[src/rtl/pgx_pkg.sv]
// Package: shared flag layout for map entries.
// Assumes the flag byte sits in the low eight bits of every entry word and
// that the physical page number occupies the bits above it.
package pgx_pkg;

    // Per-page flag byte; the first member is the most significant bit.
    typedef struct packed {
        logic dirty;      // bit 7
        logic accessed;   // bit 6
        logic cacheable;  // bit 5
        logic usr_wr;     // bit 4
        logic usr_rd;     // bit 3
        logic sup_wr;     // bit 2
        logic sup_rd;     // bit 1
        logic present;    // bit 0
    } pg_flags_t;

    localparam int FLAG_W = $bits(pg_flags_t);

    typedef enum logic [1:0] {
        SQ_IDLE = 2'd0,
        SQ_LOOK = 2'd1,
        SQ_WB   = 2'd2
    } sq_state_t;

endpackage

[src/rtl/pgx_map_store.sv]
// Module: page map storage.
// Holds one entry word per virtual page. It provides a combinational lookup
// read, a registered software read, and one write port shared by software
// and hardware write-back. Software wins if both write in the same cycle.
// Assumes the index widths match the number of rows.
module pgx_map_store #(
    parameter int IDX_W = 6,
    parameter int ENT_W = 18
) (
    input  logic             clk,
    input  logic             rst_n,
    input  logic [IDX_W-1:0] lk_idx,
    output logic [ENT_W-1:0] lk_entry,
    input  logic             wb_en,
    input  logic [IDX_W-1:0] wb_idx,
    input  logic [ENT_W-1:0] wb_data,
    input  logic             sw_we,
    input  logic [IDX_W-1:0] sw_idx,
    input  logic [ENT_W-1:0] sw_wdata,
    output logic [ENT_W-1:0] sw_rdata
);

    localparam int ROWS = 1 << IDX_W;

    logic [ENT_W-1:0] cells [ROWS];

    // Pick the write source: a software write has priority over write-back.
    logic             wr_any;
    logic [IDX_W-1:0] wr_idx;
    logic [ENT_W-1:0] wr_word;

    always_comb begin
        wr_any  = sw_we | wb_en;
        wr_idx  = sw_we ? sw_idx   : wb_idx;
        wr_word = sw_we ? sw_wdata : wb_data;
    end

    // One register per row, cleared on reset and loaded when selected.
    for (genvar r = 0; r < ROWS; r++) begin : g_row
        always_ff @(posedge clk) begin
            if (!rst_n) begin
                cells[r] <= '0;
            end else if (wr_any && (wr_idx == IDX_W'(r))) begin
                cells[r] <= wr_word;
            end
        end
    end

    // Combinational lookup read for the translation path.
    assign lk_entry = cells[lk_idx];

    // Registered software read-back, which shows the value before this edge.
    always_ff @(posedge clk) begin
        if (!rst_n) begin
            sw_rdata <= '0;
        end else begin
            sw_rdata <= cells[sw_idx];
        end
    end

endmodule

[src/rtl/pgx_rights.sv]
// Module: presence and rights decision.
// A purely combinational check of one entry's flags against the mode and
// direction of a request. It also produces the flags to write back.
// Assumes the caller writes back next_flags only when granted is 1.
module pgx_rights
    import pgx_pkg::*;
(
    input  pg_flags_t flags,
    input  logic      is_write,
    input  logic      is_user,
    output logic      miss,
    output logic      deny,
    output logic      granted,
    output pg_flags_t next_flags
);

    logic right_ok;

    // Select the single right bit that matches mode and direction.
    always_comb begin
        unique case ({is_user, is_write})
            2'b00:   right_ok = flags.sup_rd;
            2'b01:   right_ok = flags.sup_wr;
            2'b10:   right_ok = flags.usr_rd;
            default: right_ok = flags.usr_wr;
        endcase
    end

    // Absence outranks rights, so at most one fault is reported.
    always_comb begin
        miss    = ~flags.present;
        deny    = flags.present & ~right_ok;
        granted = flags.present & right_ok;
    end

    // Mark the page used, and also dirty when the access is a write.
    always_comb begin
        next_flags          = flags;
        next_flags.accessed = 1'b1;
        next_flags.dirty    = flags.dirty | is_write;
    end

endmodule

[src/rtl/pgx_sequencer.sv]
// Module: request sequencer.
// Accepts a request while idle, looks the entry up in the next cycle,
// presents the response and writes the entry back in the cycle after that.
// Assumes the map store lookup is combinational.
module pgx_sequencer
    import pgx_pkg::*;
#(
    parameter int VA_W      = 16,
    parameter int PAGE_BITS = 10,
    parameter int PPN_W     = 10,
    parameter int PA_W      = 20,
    parameter int VPN_W     = 6,
    parameter int ENT_W     = 18
) (
    input  logic             clk,
    input  logic             rst_n,
    input  logic             req_valid,
    output logic             req_ready,
    input  logic [VA_W-1:0]  req_vaddr,
    input  logic             req_write,
    input  logic             req_user,
    output logic [VPN_W-1:0] lk_idx,
    input  logic [ENT_W-1:0] lk_entry,
    output logic             hold_write,
    output logic             hold_user,
    input  logic             miss,
    input  logic             deny,
    input  logic             granted,
    input  pg_flags_t        next_flags,
    output logic             wb_en,
    output logic [VPN_W-1:0] wb_idx,
    output logic [ENT_W-1:0] wb_data,
    output logic             rsp_valid,
    output logic [PA_W-1:0]  rsp_paddr,
    output logic             rsp_cacheable,
    output logic             rsp_page_fault,
    output logic             rsp_prot_fault
);

    sq_state_t        state;
    logic [VA_W-1:0]  hold_vaddr;
    logic             wb_pend;
    logic [ENT_W-1:0] wb_word;
    logic [PPN_W-1:0] ent_ppn;
    pg_flags_t        ent_flags;

    // Split the looked-up word into its page number and flag byte.
    always_comb begin
        ent_ppn   = lk_entry[ENT_W-1:FLAG_W];
        ent_flags = pg_flags_t'(lk_entry[FLAG_W-1:0]);
    end

    // Advance IDLE -> LOOK -> WB -> IDLE.
    always_ff @(posedge clk) begin
        if (!rst_n) begin
            state <= SQ_IDLE;
        end else begin
            unique case (state)
                SQ_IDLE: if (req_valid) state <= SQ_LOOK;
                SQ_LOOK: state <= SQ_WB;
                default: state <= SQ_IDLE;
            endcase
        end
    end

    // Capture the request on acceptance.
    always_ff @(posedge clk) begin
        if (!rst_n) begin
            hold_vaddr <= '0;
            hold_write <= 1'b0;
            hold_user  <= 1'b0;
        end else if (state == SQ_IDLE && req_valid) begin
            hold_vaddr <= req_vaddr;
            hold_write <= req_write;
            hold_user  <= req_user;
        end
    end

    // Register the lookup result and the updated entry during LOOK.
    always_ff @(posedge clk) begin
        if (!rst_n) begin
            rsp_paddr      <= '0;
            rsp_cacheable  <= 1'b0;
            rsp_page_fault <= 1'b0;
            rsp_prot_fault <= 1'b0;
            wb_pend        <= 1'b0;
            wb_word        <= '0;
        end else if (state == SQ_LOOK) begin
            rsp_paddr      <= granted ? {ent_ppn, hold_vaddr[PAGE_BITS-1:0]} : '0;
            rsp_cacheable  <= granted & ent_flags.cacheable;
            rsp_page_fault <= miss;
            rsp_prot_fault <= deny;
            wb_pend        <= granted;
            wb_word        <= {ent_ppn, next_flags};
        end
    end

    // Drive the handshake, the lookup index and the write-back request.
    always_comb begin
        req_ready = (state == SQ_IDLE);
        rsp_valid = (state == SQ_WB);
        lk_idx    = hold_vaddr[VA_W-1:PAGE_BITS];
        wb_idx    = hold_vaddr[VA_W-1:PAGE_BITS];
        wb_en     = (state == SQ_WB) & wb_pend;
        wb_data   = wb_word;
    end

endmodule

[src/rtl/page_xlate.sv]
// Module: single-level paged address translator (top).
// Joins the map store, the rights check and the request sequencer.
// Assumes VA_W > PAGE_BITS and that software writes the map only while
// the block is idle and no request is offered.
module page_xlate
    import pgx_pkg::*;
#(
    parameter int VA_W      = 16,
    parameter int PAGE_BITS = 10,
    parameter int PPN_W     = 10,
    localparam int VPN_W    = VA_W - PAGE_BITS,
    localparam int PA_W     = PPN_W + PAGE_BITS,
    localparam int ENT_W    = PPN_W + FLAG_W
) (
    input  logic             clk,
    input  logic             rst_n,
    input  logic             req_valid,
    output logic             req_ready,
    input  logic [VA_W-1:0]  req_vaddr,
    input  logic             req_write,
    input  logic             req_user,
    output logic             rsp_valid,
    output logic [PA_W-1:0]  rsp_paddr,
    output logic             rsp_cacheable,
    output logic             rsp_page_fault,
    output logic             rsp_prot_fault,
    input  logic             map_we,
    input  logic [VPN_W-1:0] map_addr,
    input  logic [ENT_W-1:0] map_wdata,
    output logic [ENT_W-1:0] map_rdata
);

    logic [VPN_W-1:0] lk_idx;
    logic [ENT_W-1:0] lk_entry;
    logic             wb_en;
    logic [VPN_W-1:0] wb_idx;
    logic [ENT_W-1:0] wb_data;
    logic             hold_write;
    logic             hold_user;
    logic             miss;
    logic             deny;
    logic             granted;
    pg_flags_t        next_flags;
    pg_flags_t        lk_flags;

    // Isolate the flag byte of the looked-up entry for the rights check.
    assign lk_flags = pg_flags_t'(lk_entry[FLAG_W-1:0]);

    pgx_map_store #(
        .IDX_W (VPN_W),
        .ENT_W (ENT_W)
    ) u_store (
        .clk      (clk),
        .rst_n    (rst_n),
        .lk_idx   (lk_idx),
        .lk_entry (lk_entry),
        .wb_en    (wb_en),
        .wb_idx   (wb_idx),
        .wb_data  (wb_data),
        .sw_we    (map_we),
        .sw_idx   (map_addr),
        .sw_wdata (map_wdata),
        .sw_rdata (map_rdata)
    );

    pgx_rights u_rights (
        .flags      (lk_flags),
        .is_write   (hold_write),
        .is_user    (hold_user),
        .miss       (miss),
        .deny       (deny),
        .granted    (granted),
        .next_flags (next_flags)
    );

    pgx_sequencer #(
        .VA_W      (VA_W),
        .PAGE_BITS (PAGE_BITS),
        .PPN_W     (PPN_W),
        .PA_W      (PA_W),
        .VPN_W     (VPN_W),
        .ENT_W     (ENT_W)
    ) u_seq (
        .clk            (clk),
        .rst_n          (rst_n),
        .req_valid      (req_valid),
        .req_ready      (req_ready),
        .req_vaddr      (req_vaddr),
        .req_write      (req_write),
        .req_user       (req_user),
        .lk_idx         (lk_idx),
        .lk_entry       (lk_entry),
        .hold_write     (hold_write),
        .hold_user      (hold_user),
        .miss           (miss),
        .deny           (deny),
        .granted        (granted),
        .next_flags     (next_flags),
        .wb_en          (wb_en),
        .wb_idx         (wb_idx),
        .wb_data        (wb_data),
        .rsp_valid      (rsp_valid),
        .rsp_paddr      (rsp_paddr),
        .rsp_cacheable  (rsp_cacheable),
        .rsp_page_fault (rsp_page_fault),
        .rsp_prot_fault (rsp_prot_fault)
    );

endmodule

[config.mk]
export PLATFORM = sky130hd
export DESIGN_NAME = page_xlate
export DESIGN_NICKNAME = d
export VERILOG_FILES = /design/src/rtl/pgx_pkg.sv /design/src/rtl/pgx_map_store.sv /design/src/rtl/pgx_rights.sv /design/src/rtl/pgx_sequencer.sv /design/src/rtl/page_xlate.sv
export SDC_FILE = /design/constraint.sdc
export NUM_CORES = 2
export LEC_CHECK = 0
export BUFFER_PORTS_ARGS = -buffer_cell sky130_fd_sc_hd__buf_2
export CORE_MARGIN = 4
export CORE_UTILIZATION = 25
export DETAILED_ROUTE_END_ITERATION = 6
export SETUP_SLACK_MARGIN = 0.05
export SYNTH_ARGS = -nofsm -noshare
export SYNTH_HDL_FRONTEND = slang
export SYNTH_SLANG_ARGS = --single-unit
export TNS_END_PERCENT = 5
[constraint.sdc]
create_clock -name clk -period 4.3 [get_ports clk]
set_input_delay 0.215 -clock clk [delete_from_list [all_inputs] [get_ports clk]]
set_output_delay 0.215 -clock clk [all_outputs]
set_load 0.02 [all_outputs]
==> impl_metrics.tcl <==
set metrics [dict create \
    antenna_found_initial 25 \
    powerDensity_mw_per_mm2 409.6 \
    grt_start_max_net_pins 82 \
    rsz0062_at_grt "false" \
    core_area_mm2 0.2430 \
    cts_setup_buffers 0 \
    std_cell_rows 181 \
    fmax_mhz 241.7 \
    dr.pass1.iters 7 \
    dp_slack_ns 0.03696 \
    crit_top_cell "a22o_1" \
    fin_crit_sh 0.9624 \
    htree_levels 4 \
    violations "design-rule violations" \
    hold_path_class "in2reg" \
    overflow 0 \
    p_leak_nw 23.48 \
    grt_pass1_wl_um 313100 \
    finalCriticalPeriod_ns 4.138 \
    yosysSeqAreaShare 0.5954 \
    gp_congestion 0.9849 \
    io_buffers 88 \
    use_met3 0.05448 \
    setup_viol 0 \
    path_class "reg2reg" \
    relSlewSlack 0.06703 \
    grt_use_met1 0.2216 \
    end_kind "register" \
    syn_area_mm2 0.06100 \
    yosysTopAreaCell "edfxtp_1" \
    tightest_slew_ns 1.398 \
    wl_per_cell_um 30.57 \
    yosys.cell_count.top_type "nor2_1" \
    nFillCells 23960 \
    nets 4146 \
    cp_max_fo 22 \
    path_depth 8 \
    postRouteAntennaNets 0 \
    drtIter0Drc 6713 \
    hold_viol_final 0 \
    path_buf_inv 1 \
    vdd_drop_max_mv 0.4620 \
    crit_chain "buf_4, mux4_2, o22ai_1, a211oi_2, a22o_1, o221ai_1, nor3b_4, a22o_1" \
    grt_util_all_layers 0.1764 \
    fin_setup_tns_ns 0 \
    critPathArrivalTime_ns 4.85 \
    yosys_warnings 0 \
    slowest_delay_ns 1.03 \
    min-delay-start "map_wdata[7]" \
    hpwl_um 139400 \
    drv_slew 0 \
    area_growth_pct 16.58 \
    worst_slack_ns 0.1618 \
    ys.flop_type "edfxtp_1" \
    synth_common_cells "nor2_1 (1188), edfxtp_1 (1152), mux4_2 (706), clkbuf_1 (270), nand2_1 (167)" \
    synthArstFlopShare 0 \
    via_per_inst 5.482 \
    drt-total-wl_um 226700 \
    numCtsBuffers 139 \
    grt_pass1_vias 39500 \
    insertion_delay_ns 0.80 \
    top_usage_layer "met2" \
    root_buffer "clkbuf_16" \
    initial_core_util 0.2510 \
    crit_path_start_kind "register" \
    fin_skew_ns 0.04488 \
    path_clk_slew_ns 0.06 \
    io_pins 89 \
    cts_sinks 1238 \
    synth-seq-cells 1238 \
    dieArea_mm2 0.2520 \
    crit_required_ns 5.01 \
    drt_drc_violations_left 4 \
    worst-r2r-cell-count 8 \
    whs_path_depth 3 \
    maxCapViolCount 0 \
    cts_tree "yes" \
    die_x_um 502.0 \
    cp_slowest_cell "nor3b_4" \
    syn-num-nets 4030 \
    die_y_um 502.0 \
    status "finished, violations left" \
    hold_ws_ns 0.05061 \
    final_layout_size_suffix_gt1_frac 0.3174 \
    synth_cell_types 49 \
    synthCells 3984 \
    synth_top_area_frac 0.5671 \
    met2_usage 0.2720 \
    synth.area.top_cells "edfxtp_1 (57%), mux4_2 (26%), nor2_1 (7.3%), dfxtp_1 (2.8%), clkbuf_1 (1.7%)" \
    vias 40660 \
    clockBufferDepth 3 \
    synth_edf_count 1152 \
    cpLargestDelayFamily "compound AO/OA/AOI/OAI gates" \
    syn_avg_cell_area_um2 15.31 \
]
==> timing repair <==
action                                  in CTS  in global routing
endpoints found under the setup margin      21                 22
endpoints found under the hold margin       28                  0
resized for setup                            0                  1
pin swaps                                    1                  0
hold buffers                                19                  0
==> logic make-up after synthesis <==
group                  after synthesis  synth area share
and+or+nand+nor                   1419           0.09021
muxes                              751            0.2681
AOI/OAI and AO/OA                  187           0.01955
buffers and inverters              389           0.02679
DFF                               1238            0.5954
==> metal layers <==
metal,up-vias,share of wire
met5,-,0.00081
met4,26,0.063
met3,703,0.13
met2,3198,0.46
met1,21080,0.35
li1,15650,-
==> final cells by class <==
cell class / count / area [um^2] / area share
antenna: 5 / 12.51 / 0.0001760
timing repair buffer: 356 / 2809 / 0.03950
clock inverter: 73 / 583.1 / 0.008199
inverter: 8 / 32.53 / 0.0004575
sequential: 1238 / 36330 / 0.5109
tap: 3202 / 4006 / 0.05634
clock buffer: 177 / 3810 / 0.05358
multi-input combinational: 2357 / 23530 / 0.3309
==> layout by cell type (no fill, tap or decap), types with 8 or more instances in the layout <==
cell | synthesis | routed
a21oi_1 | 38 | 38
a22o_1 | 23 | 23
and2_1 | 21 | 21
buf_12 | 0 | 22
buf_2 | 49 | 82
buf_4 | 18 | 230
bufinv_16 | 0 | 8
clkbuf_1 | 270 | 27
clkbuf_16 | 0 | 146
clkinv_1 | 1 | 31
clkinv_2 | 0 | 26
dfxtp_1 | 86 | 82
dlygate4sd3_1 | 0 | 19
edfxtp_1 | 1152 | 1152
mux2i_1 | 43 | 25
mux2i_4 | 0 | 18
mux4_2 | 706 | 706
nand2_1 | 167 | 167
nand2b_1 | 8 | 8
nand3_1 | 10 | 10
nor2_1 | 1188 | 1187
o21ai_2 | 0 | 64
o22ai_1 | 8 | 8
==> per-stage QoR <==
step	utilization	cells	instance area, um^2	power [mW]
5_1_grt	0.2926	7411	71100	29.84
6_report	0.2926	7416	71110	29.12
3_5_place_dp	0.2737	7142	66510	17.63
4_1_cts	0.2926	7411	71090	29.16
3_3_place_gp	0.2737	7142	66510	17.59
2_1_floorplan	-	3984	61000	16.03
==> worst reg2reg max path, cell delays in order (launching register included) <==
cell	delay [ns]
dfxtp_4	0.77
buf_4	0.37
mux4_2	0.33
o22ai_1	0.25
a211oi_2	0.59
a22o_1	0.28
o221ai_1	0.16
nor3b_4	1.03
a22o_1	0.27
==> where the power goes <==
group | total (mW) | switching [mW] | leakage, nW | internal (mW)
Sequential | 13.9 | 0.291 | 12.6 | 13.6
Combinational | 3.60 | 2.24 | 8.69 | 1.35
Clock | 11.7 | 4.92 | 2.16 | 6.73
==> sequential cells by signal (all words and copies together) (netlist names), named ones only <==
name,cells
u_store.cells,1152
u_seq.rsp_paddr,20
u_seq.wb_data,18
u_store.sw_rdata,18
u_seq.hold_vaddr,16
u_seq.state,2
u_seq.hold_user,1
u_seq.hold_write,1
u_seq.rsp_cacheable,1
u_seq.rsp_page_fault,1
u_seq.rsp_prot_fault,1
u_seq.wb_pend,1
==> worst paths after layout <==
check,end,slack [ns]
worst max-delay path,u_seq.rsp_paddr[14]$_SDFFE_PN0N_,0.16
worst min-delay path,u_store.cells[32][7]$_SDFFCE_PN0P_,0.05
worst max register to register,u_seq.rsp_paddr[14]$_SDFFE_PN0N_,0.16
worst min register to register,u_seq.rsp_paddr[5]$_SDFFE_PN0N_,0.45
Power figures use the tool's default switching activity.
